**src/rtl/idAssignPkg.sv**
```systemverilog
package idAssignPkg;

  // Control-code nibble that wakes the device
  localparam logic [3:0] WAKE_CODE = 4'b0110;

  // Strobes from the controller to the datapath
  typedef struct packed {
    logic arbOn;      // arbitration phase: drive own serial bit
    logic clearId;    // force ID register to the unassigned value
    logic clearFlag;  // drop the assigned flag
    logic shiftIn;    // shift sampled bit into the capture register
    logic commit;     // last ID bit: load ID and set assigned flag
  } ctlStb_t;

endpackage

```
**src/rtl/idAssignCtrl.sv**
```systemverilog
module idAssignCtrl
  import idAssignPkg::*;
#(
  parameter int SN_W = 32,
  parameter int ID_W = 8
) (
  input  logic                    clk,
  input  logic                    rst_n,
  input  logic [3:0]              ctrlCode,
  input  logic                    clearStb,
  input  logic                    assignStb,
  input  logic                    sclRise,
  input  logic                    sdaIn,
  input  logic                    ownBit,
  input  logic                    assigned,
  output logic [$clog2(SN_W)-1:0] bitIdx,
  output ctlStb_t                 stb
);

  localparam int SN_IW = $clog2(SN_W);
  localparam int ID_IW = $clog2(ID_W);

  typedef enum logic [1:0] {ST_IDLE, ST_ARB, ST_LOAD} state_e;

  state_e           state;
  logic [ID_IW-1:0] loadCnt;
  logic             codeOk, clearOk, assignOk, lose;

  assign codeOk   = (ctrlCode == WAKE_CODE);
  assign clearOk  = clearStb  && codeOk;
  assign assignOk = assignStb && codeOk;
  assign lose     = ownBit && !sdaIn;

  always_ff @(posedge clk or negedge rst_n) begin
    if (!rst_n) begin
      state   <= ST_IDLE;
      bitIdx  <= '0;
      loadCnt <= '0;
    end else if (clearOk) begin
      state <= ST_IDLE;
    end else begin
      unique case (state)
        ST_IDLE: if (assignOk && !assigned) begin
          state  <= ST_ARB;
          bitIdx <= SN_IW'(SN_W - 1);
        end
        ST_ARB: if (sclRise) begin
          if (lose) begin
            state <= ST_IDLE;
          end else if (bitIdx == '0) begin
            state   <= ST_LOAD;
            loadCnt <= ID_IW'(ID_W - 1);
          end else begin
            bitIdx <= bitIdx - 1'b1;
          end
        end
        ST_LOAD: if (sclRise) begin
          if (loadCnt == '0) state <= ST_IDLE;
          else               loadCnt <= loadCnt - 1'b1;
        end
        default: state <= ST_IDLE;
      endcase
    end
  end

  always_comb begin
    stb           = '0;
    stb.arbOn     = (state == ST_ARB);
    stb.clearFlag = clearOk;
    stb.clearId   = clearOk || (state == ST_ARB && sclRise && lose);
    stb.shiftIn   = (state == ST_LOAD) && sclRise && !clearOk;
    stb.commit    = (state == ST_LOAD) && sclRise && (loadCnt == '0) && !clearOk;
  end

  // an idle controller leaves idle only on an assign with the wake code
  p_idle_gate_r2: assert property (@(posedge clk) disable iff (!rst_n)
    (state == ST_IDLE && !(assignStb && ctrlCode == WAKE_CODE)) |=> state == ST_IDLE);

  // a lost bit on a rising edge ends this device's round
  p_loss_exit_r5: assert property (@(posedge clk) disable iff (!rst_n)
    (state == ST_ARB && sclRise && ownBit && !sdaIn && !clearOk) |=> state == ST_IDLE);

endmodule

```
**src/rtl/idAssignDp.sv**
```systemverilog
module idAssignDp
  import idAssignPkg::*;
#(
  parameter int SN_W = 32,
  parameter int ID_W = 8
) (
  input  logic                    clk,
  input  logic                    rst_n,
  input  ctlStb_t                 stb,
  input  logic [$clog2(SN_W)-1:0] bitIdx,
  input  logic [SN_W-1:0]         serialNum,
  input  logic                    sdaIn,
  output logic                    ownBit,
  output logic                    sdaPullDown,
  output logic [ID_W-1:0]         idByte,
  output logic                    assigned
);

  localparam int SH_W = ID_W - 1;
  localparam logic [ID_W-1:0] UNASSIGNED = '0;

  logic [SH_W-1:0] shiftReg;

  assign ownBit      = serialNum[bitIdx];
  assign sdaPullDown = stb.arbOn && !ownBit;

  always_ff @(posedge clk or negedge rst_n) begin
    if (!rst_n) begin
      shiftReg <= '0;
      idByte   <= UNASSIGNED;
      assigned <= 1'b0;
    end else begin
      if (stb.shiftIn) shiftReg <= SH_W'({shiftReg, sdaIn});
      if (stb.clearId) begin
        idByte <= UNASSIGNED;
      end else if (stb.commit) begin
        idByte <= {shiftReg, sdaIn};
      end
      if (stb.clearFlag)   assigned <= 1'b0;
      else if (stb.commit) assigned <= 1'b1;
    end
  end

  // a commit from the controller leaves the device assigned
  p_commit_sets_r6: assert property (@(posedge clk) disable iff (!rst_n)
    stb.commit |=> assigned);

endmodule

```
**src/rtl/idAssign.sv**
```systemverilog
module idAssign
  import idAssignPkg::*;
#(
  parameter int SN_W = 32,
  parameter int ID_W = 8
) (
  input  logic            clk,
  input  logic            rst_n,
  input  logic [3:0]      ctrlCode,
  input  logic            clearStb,
  input  logic            assignStb,
  input  logic            sclRise,
  input  logic            sdaIn,
  input  logic [SN_W-1:0] serialNum,
  output logic            sdaPullDown,
  output logic [ID_W-1:0] idByte,
  output logic            assigned
);

  localparam int SN_IW = $clog2(SN_W);

  ctlStb_t          stb;
  logic [SN_IW-1:0] bitIdx;
  logic             ownBit;

  idAssignCtrl #(.SN_W(SN_W), .ID_W(ID_W)) i_ctrl (
    .clk(clk), .rst_n(rst_n), .ctrlCode(ctrlCode), .clearStb(clearStb),
    .assignStb(assignStb), .sclRise(sclRise), .sdaIn(sdaIn),
    .ownBit(ownBit), .assigned(assigned), .bitIdx(bitIdx), .stb(stb)
  );

  idAssignDp #(.SN_W(SN_W), .ID_W(ID_W)) i_dp (
    .clk(clk), .rst_n(rst_n), .stb(stb), .bitIdx(bitIdx),
    .serialNum(serialNum), .sdaIn(sdaIn), .ownBit(ownBit),
    .sdaPullDown(sdaPullDown), .idByte(idByte), .assigned(assigned)
  );

  // a valid clear empties the ID and the flag
  p_clear_r3: assert property (@(posedge clk) disable iff (!rst_n)
    (clearStb && ctrlCode == WAKE_CODE) |=> (!assigned && idByte == '0));

  // an assigned ID is frozen until a valid clear
  p_hold_r7: assert property (@(posedge clk) disable iff (!rst_n)
    (assigned && !(clearStb && ctrlCode == WAKE_CODE)) |=> (assigned && $stable(idByte)));

  // an assigned device never pulls the data line
  p_quiet_assigned_r9: assert property (@(posedge clk) disable iff (!rst_n)
    assigned |-> !sdaPullDown);

endmodule

```
**config.mk**
```make
export PLATFORM = sky130hd
export DESIGN_NAME = idAssign
export DESIGN_NICKNAME = d
export VERILOG_FILES = /design/src/rtl/idAssignPkg.sv /design/src/rtl/idAssignCtrl.sv /design/src/rtl/idAssignDp.sv /design/src/rtl/idAssign.sv
export SDC_FILE = /design/constraint.sdc
export NUM_CORES = 1
export LEC_CHECK = 0
export ABC_AREA = 1
export BUFFER_PORTS_ARGS = -buffer_cell sky130_fd_sc_hd__buf_2
export CORE_ASPECT_RATIO = 1.1
export CORE_MARGIN = 2
export CORE_UTILIZATION = 57
export CTS_BUF_LIST = sky130_fd_sc_hd__clkbuf_4 sky130_fd_sc_hd__clkbuf_8
export CTS_CLUSTER_SIZE = 14
export DETAILED_ROUTE_END_ITERATION = 6
export GPL_TIMING_DRIVEN = 1
export PLACE_DENSITY = 0.87
export REMOVE_ABC_BUFFERS = 1
export SYNTH_ARGS = -nofsm -noshare
export SYNTH_HDL_FRONTEND = slang
export SYNTH_SLANG_ARGS = --single-unit
```
**constraint.sdc**
```tcl
create_clock -name clk -period 4.1 [get_ports clk]
set_input_delay 0.615 -clock clk [delete_from_list [all_inputs] [get_ports clk]]
set_output_delay 0.615 -clock clk [all_outputs]
set_load 0.01 [all_outputs]
```
* Word-level counts from Yosys, hierarchy flattened *
Cells that the tools add are included.

cells by class
  shift-type cells = 0
  muxes and demuxes = 25
  add/subtract/negate cells = 2
  $mul = 0
  magnitude comparators = 1
  equal/unequal tests = 15
  divide/modulo/power cells = 0
  bitwise gates (word level) = 1
  reductions and logical operators = 26

operator list
  operator                                                                       number
  5-bit two-way mux                                                              4
  8-bit two-way mux                                                              2
  3-bit two-way mux                                                              5
  2-bit two-way mux                                                              7
  2-bit != test (second input constant)                                          6
  1-bit logical AND                                                              11
  5-bit case mux with 2 select lines                                             1
  2-bit nonzero test                                                             4
  7-bit AND reduction                                                            1
  5-bit by 6-bit less-than comparator with 1-bit output (second input constant)  1
  3-bit by 1-bit != test with 1-bit output (second input constant)               2
  2-bit case mux with 3 select lines                                             1
  3-bit case mux with 2 select lines                                             1
  6-bit AND reduction                                                            1
  1-bit binary-select mux with 5-bit select                                      1
  5-bit logical NOT                                                              1
  5-bit AND reduction                                                            1
  5-bit by 1-bit subtractor with 5-bit output (second input constant)            1
  4-bit by 3-bit equality test with 1-bit output (second input constant)         1
  1-bit logical NOT                                                              4
  4-bit != test (second input constant)                                          1
  3-bit logical NOT                                                              1
  1-bit two-way mux                                                              3
  3-bit by 2-bit != test with 1-bit output (second input constant)               1
  8 further kinds                                                                8

word-level totals
  word-level logic and storage cells = 76
  input port bits = 42
  RAM bits = 0
  bits in latches = 0
  memories = 0
  ROM bits = 0
  register bits = 26
  output and inout bits = 10

* Longest topological paths before layout *
  word-level depth = 7
  mapped depth = 14
  depth with buffers taken out = 12

* Hierarchy *
Synthesis repeated with hierarchy kept, for this count alone.

unflattened totals
  cells, all modules = 252
  area total of the unflattened synthesis = 1785.5 µm²

modules (own cells, without submodules)
  module        cells an instance  area each (µm²)  times used  seq. area each (µm²)
  idAssignDp    140                954.7            1           400.4
  idAssignCtrl  112                830.8            1           250.2

* Worst setup path after synthesis *
OpenSTA, ideal clock, no wires.

  kind = input-to-output
  start point = in serialNum[21]
  end point = out sdaPullDown
  data required time = 3.485 ns
  path buffers = 0
  cell stages on the path = 7
  arrival = 1.290 ns
  path slack = 2.195 ns
  cells stage by stage = nand2_1 > nand3_1 > nand3_1 > nand2_1 > nor2_1 > nand2_2 > a21oi_1

on the way
  cells in the longest elaborated chain, start to end = 4

ends and longest elaborated chain
  item                                       RTL line          source
  start: declaration                         idAssign.sv:14    input logic [SN_W-1:0] serialNum,
  1-bit binary-select mux with 5-bit select  idAssignDp.sv:24  assign ownBit = serialNum[bitIdx];
  1-bit two-way mux (not written as such)    idAssignDp.sv:24
  1-bit logical NOT                          idAssignDp.sv:25  assign sdaPullDown = stb.arbOn && !ownBit;
  1-bit logical AND                          idAssignDp.sv:25
  end: declaration                           idAssign.sv:15    output logic sdaPullDown,

Every way passes these cells. The select of a mux whose other input is x is not followed.

* Worst setup path in the final report *
  start point = reg i_ctrl.bitIdx[0]
  end point = out sdaPullDown

on the way
  cells in the longest elaborated chain, start to end = 4

ends and longest elaborated chain
  item                                       RTL line            source
  start: declaration                         idAssignCtrl.sv:16  output logic [$clog2(SN_W)-1:0] bitIdx,
  start signal: assignment                   idAssignCtrl.sv:45  bitIdx <= SN_IW'(SN_W - 1);
  start signal: assignment                   idAssignCtrl.sv:54  bitIdx <= bitIdx - 1'b1;
  1-bit binary-select mux with 5-bit select  idAssignDp.sv:24
  1-bit two-way mux (not written as such)    idAssignDp.sv:24
  1-bit logical NOT                          idAssignDp.sv:25
  1-bit logical AND                          idAssignDp.sv:25

Every way passes these cells. The select of a mux whose other input is x is not followed.

==> results.md <==
- Switching power total: 630.2 µW
- Relative slew slack: 0.4007
- Clock Skew: approximately 0.0028 ns
- Combinational Power Share: 0.518
- Status: finished, final reports clean
- Core area: between 2000 and 3000 µm²
- Total gr overflow: 0
- Largest net degree at the start of global routing: 27
- Ports: between 50 and 60
- Starting DRT DRC Count: 84
- Utilization after layout: 0.7173
- Gp weighted congestion: around 0.86
- Worst min-delay path category: input port to asynchronous set/reset pin
- Clock transition at path regs: between 0.1 and 0.15 ns
- Routed wire per std cell: about 11 µm
- DRC errors left: 0
- Port bufs: just over 50
- Register-to-register setup slack: 1.94 ns
- Reg2reg end: i_ctrl.bitIdx[4]
- Power Total: between 1000 and 1500 µW
- Hold WS: 0.2615 ns
- Synth area leader: dfrtp_1
- Share of the synthesized area in the top cell type: 0.3776
- Max Slew Vio Count: 0
- CTS tree: done
- Critical path class: flip-flop to output port
- Flops & latches, synth: 26
- Initial antenna violation count: 0
- Cell area after synthesis: between 1500 and 2000 µm²
- Syn Area/Cell: 6.756 µm²
- Post-CTS sizing: 0
- Area Growth Syn to Fin: 17.72%
- Worst path slowest cell: dfrtp_1
- Unique masters post-synth: 28
- Total negative slack: 0 ns
- Worst EP arrival: roughly 2.1 ns
- Worst Reg-to-Reg Cells: 7
- CTS Root Cell: clkbuf_4
- Fmax: roughly 370 MHz
- DRT Wirelength: roughly 3600 µm
- Die Height: slightly above 60 µm
- Worst Setup Start Kind: flip-flop
- Clock power frac: 0.130
- Seq/Total Area, Yosys: 0.3776
- GRT Resource Usage Total: 0.2307
- Reg2reg start: i_ctrl.bitIdx[1]
- Internal power: just over 700 µW
- Setup bufs post-CTS: 0
- Starting Density: 0.6093
- CP top delay family: flip-flops
- Vias: ~1700
- Placed cell area: a little under 2000 µm²
- Fin crit share: 0.6622
- Required @ worst endpoint: 3.48 ns
- Die W: 56.42 µm
- Cts hold-fix bufs: 0
- DP HPWL: between 2000 and 3000 µm
- H-tree depth: 1
- Layout cells sized above 1: 0.2171
- Antenna cell count: 0
- Vias per Instance: around 5.1
- Worst slew pin tran: around 0.89 ns
- # Max-Cap Violations: 0
- First-pass iteration count of the detailed router: 4
- Leading post-synthesis cells by cell area: dfrtp_1, nand2_1, nand3_1, inv_1, o21ai_0
- Net Sw Frac: 0.4669
- Full die area: between 3000 and 4000 µm²
- Final instance area: between 2000 and 2500 µm²
- Vias in the first global route: 1554
- Peak VDD IR: about 0.48 mV
- Critical path capture point type: output port
- Seq pwr share: 0.352
- YS warnings: 0
- Cell chain of the critical path: inv_4, nand2_1, nand3_1, nand3_1, nand2_1, nor2_1, nand2_2, a21oi_1, buf_2
- Total CTS buffers: 3
- CTS sink cnt: 26
- Nets: approximately 350
- First-pass GRT wire length: 6382 µm
- Fillers: between 200 and 300
- CP max FO: 19
- Post-DRT Antenna Nets: 0
- Max incr delay on CP: 0.73 ns
- Tmin final: 2.715 ns
- Post-Syn Instances: between 200 and 300
- CTS Buffer Depth: 2
- Site row count: 20
- Final Hold Fails: 0
- Crit path buf inv count: 2
- Worst-Skew Late Latency: ~0.32 ns
- P_leak: 0.001134 µW
- Final setup vio count: 0
- Pwr dens: between 600 and 700 nW/µm²
- RSZ-0062 raised after global routing: no
==> cells in the mapped netlist (all sizes together) <==
| cell | instances |
|---|---|
| a211oi | 1 |
| a21oi | 3 |
| a31oi | 2 |
| buf | 5 |
| clkbuf | 1 |
| clkinv | 1 |
| dfrtp | 26 |
| ha | 4 |
| inv | 35 |
| mux2i | 1 |
| nand2 | 89 |
| nand3 | 27 |
| nand4 | 2 |
| nor2 | 28 |
| nor3 | 3 |
| o211ai | 1 |
| o21ai | 23 |
| o21bai | 1 |
| or2 | 1 |
| xor2 | 1 |
==> cell usage in the layout, fill, tap and decap left out, drive strengths merged <==
cell and instances:
nand4 2, dfrtp 26, nand3 27, or2 1, buf 51, o211ai 1
mux2i 1, clkinv 1, a21oi 3, o21bai 1, bufinv 1, nor3 3
a211oi 1, xor2 1, clkbuf 3, nor2 28, ha 4, o21ai 23
a31oi 2, inv 35, nand2 89
==> state kept, by name (all words and copies together) (netlist names) <==
| signal | count |
|---|---|
| i_dp.assigned | 1 |
| i_dp.idByte | 8 |
| i_dp.shiftReg | 7 |
| i_ctrl.bitIdx | 5 |
| i_ctrl.state | 2 |
| i_ctrl.loadCnt | 3 |
==> power groups by stage <==
stage / Combinational (µW) / Clock (µW) / Sequential, µW
5_1_grt: 819 / 190 / 493
3_5_place_dp: 697 / 0 / 480
6_report: 699 / 176 / 475
3_3_place_gp: 678 / 0 / 476
2_1_floorplan: 522 / 0 / 467
4_1_cts: 702 / 177 / 474
==> worst register-to-register path, stage by stage, from the launching register on <==
cell,delay (ns)
dfrtp_1,0.59
clkinv_1,0.35
ha_1,0.31
nand3_1,0.09
a31oi_1,0.07
nor3_1,0.30
nand2_2,0.19
o21ai_0,0.20
==> per-stage QoR <==
step / setup WS [ns] / std cells
after floorplan: 2.030 / 249
after global placement: 1.799 / 333
after detailed placement: 1.748 / 333
after CTS: 1.372 / 337
after global routing: 1.154 / 337
final: 1.385 / 337
==> layout make-up <==
class	count	area (µm²)	share of cell area
multi-input combinational	187	890.9	0.4392
sequential	26	650.6	0.3208
timing repair buffer	51	255.2	0.1258
inverter	36	137.6	0.06786
tap	33	41.29	0.02036
clock inverter	1	30.03	0.01481
clock buffer	3	22.52	0.01110
==> kinds of logic (layout without fill, tap and decap cells) <==
kind of cell,after synthesis,count (layout),synth area share
multiplexers,1,1,0.005810
flip-flops,26,26,0.3776
adder cells (fa/ha/maj),4,4,0.02905
AO/OA/AOI/OAI,31,31,0.1053
XOR/XNOR,1,1,0.005084
buffers and inverters,42,91,0.1053
AND/OR/NAND/NOR,150,150,0.3718
==> metal layers <==
metal  part of all wire  global-route usage
met1               0.45              0.2932
met2               0.49              0.4286
met3              0.052             0.03992
met4             0.0047             0.03061
met5                  0                   0
==> worst max-delay path by stage <==
stage | cells after the start | slack [ns] | from | end
2_1_floorplan | 8 | 2.03 | i_ctrl.bitIdx[0] | sdaPullDown
3_3_place_gp | 9 | 1.80 | i_ctrl.bitIdx[0] | sdaPullDown
3_5_place_dp | 9 | 1.75 | i_ctrl.bitIdx[0] | sdaPullDown
4_1_cts | 9 | 1.37 | i_ctrl.bitIdx[0] | sdaPullDown
5_1_grt | 9 | 1.15 | i_ctrl.bitIdx[0] | sdaPullDown
6_report | 9 | 1.38 | i_ctrl.bitIdx[0] | sdaPullDown
Note: power is estimated with default switching activity, not from simulation.
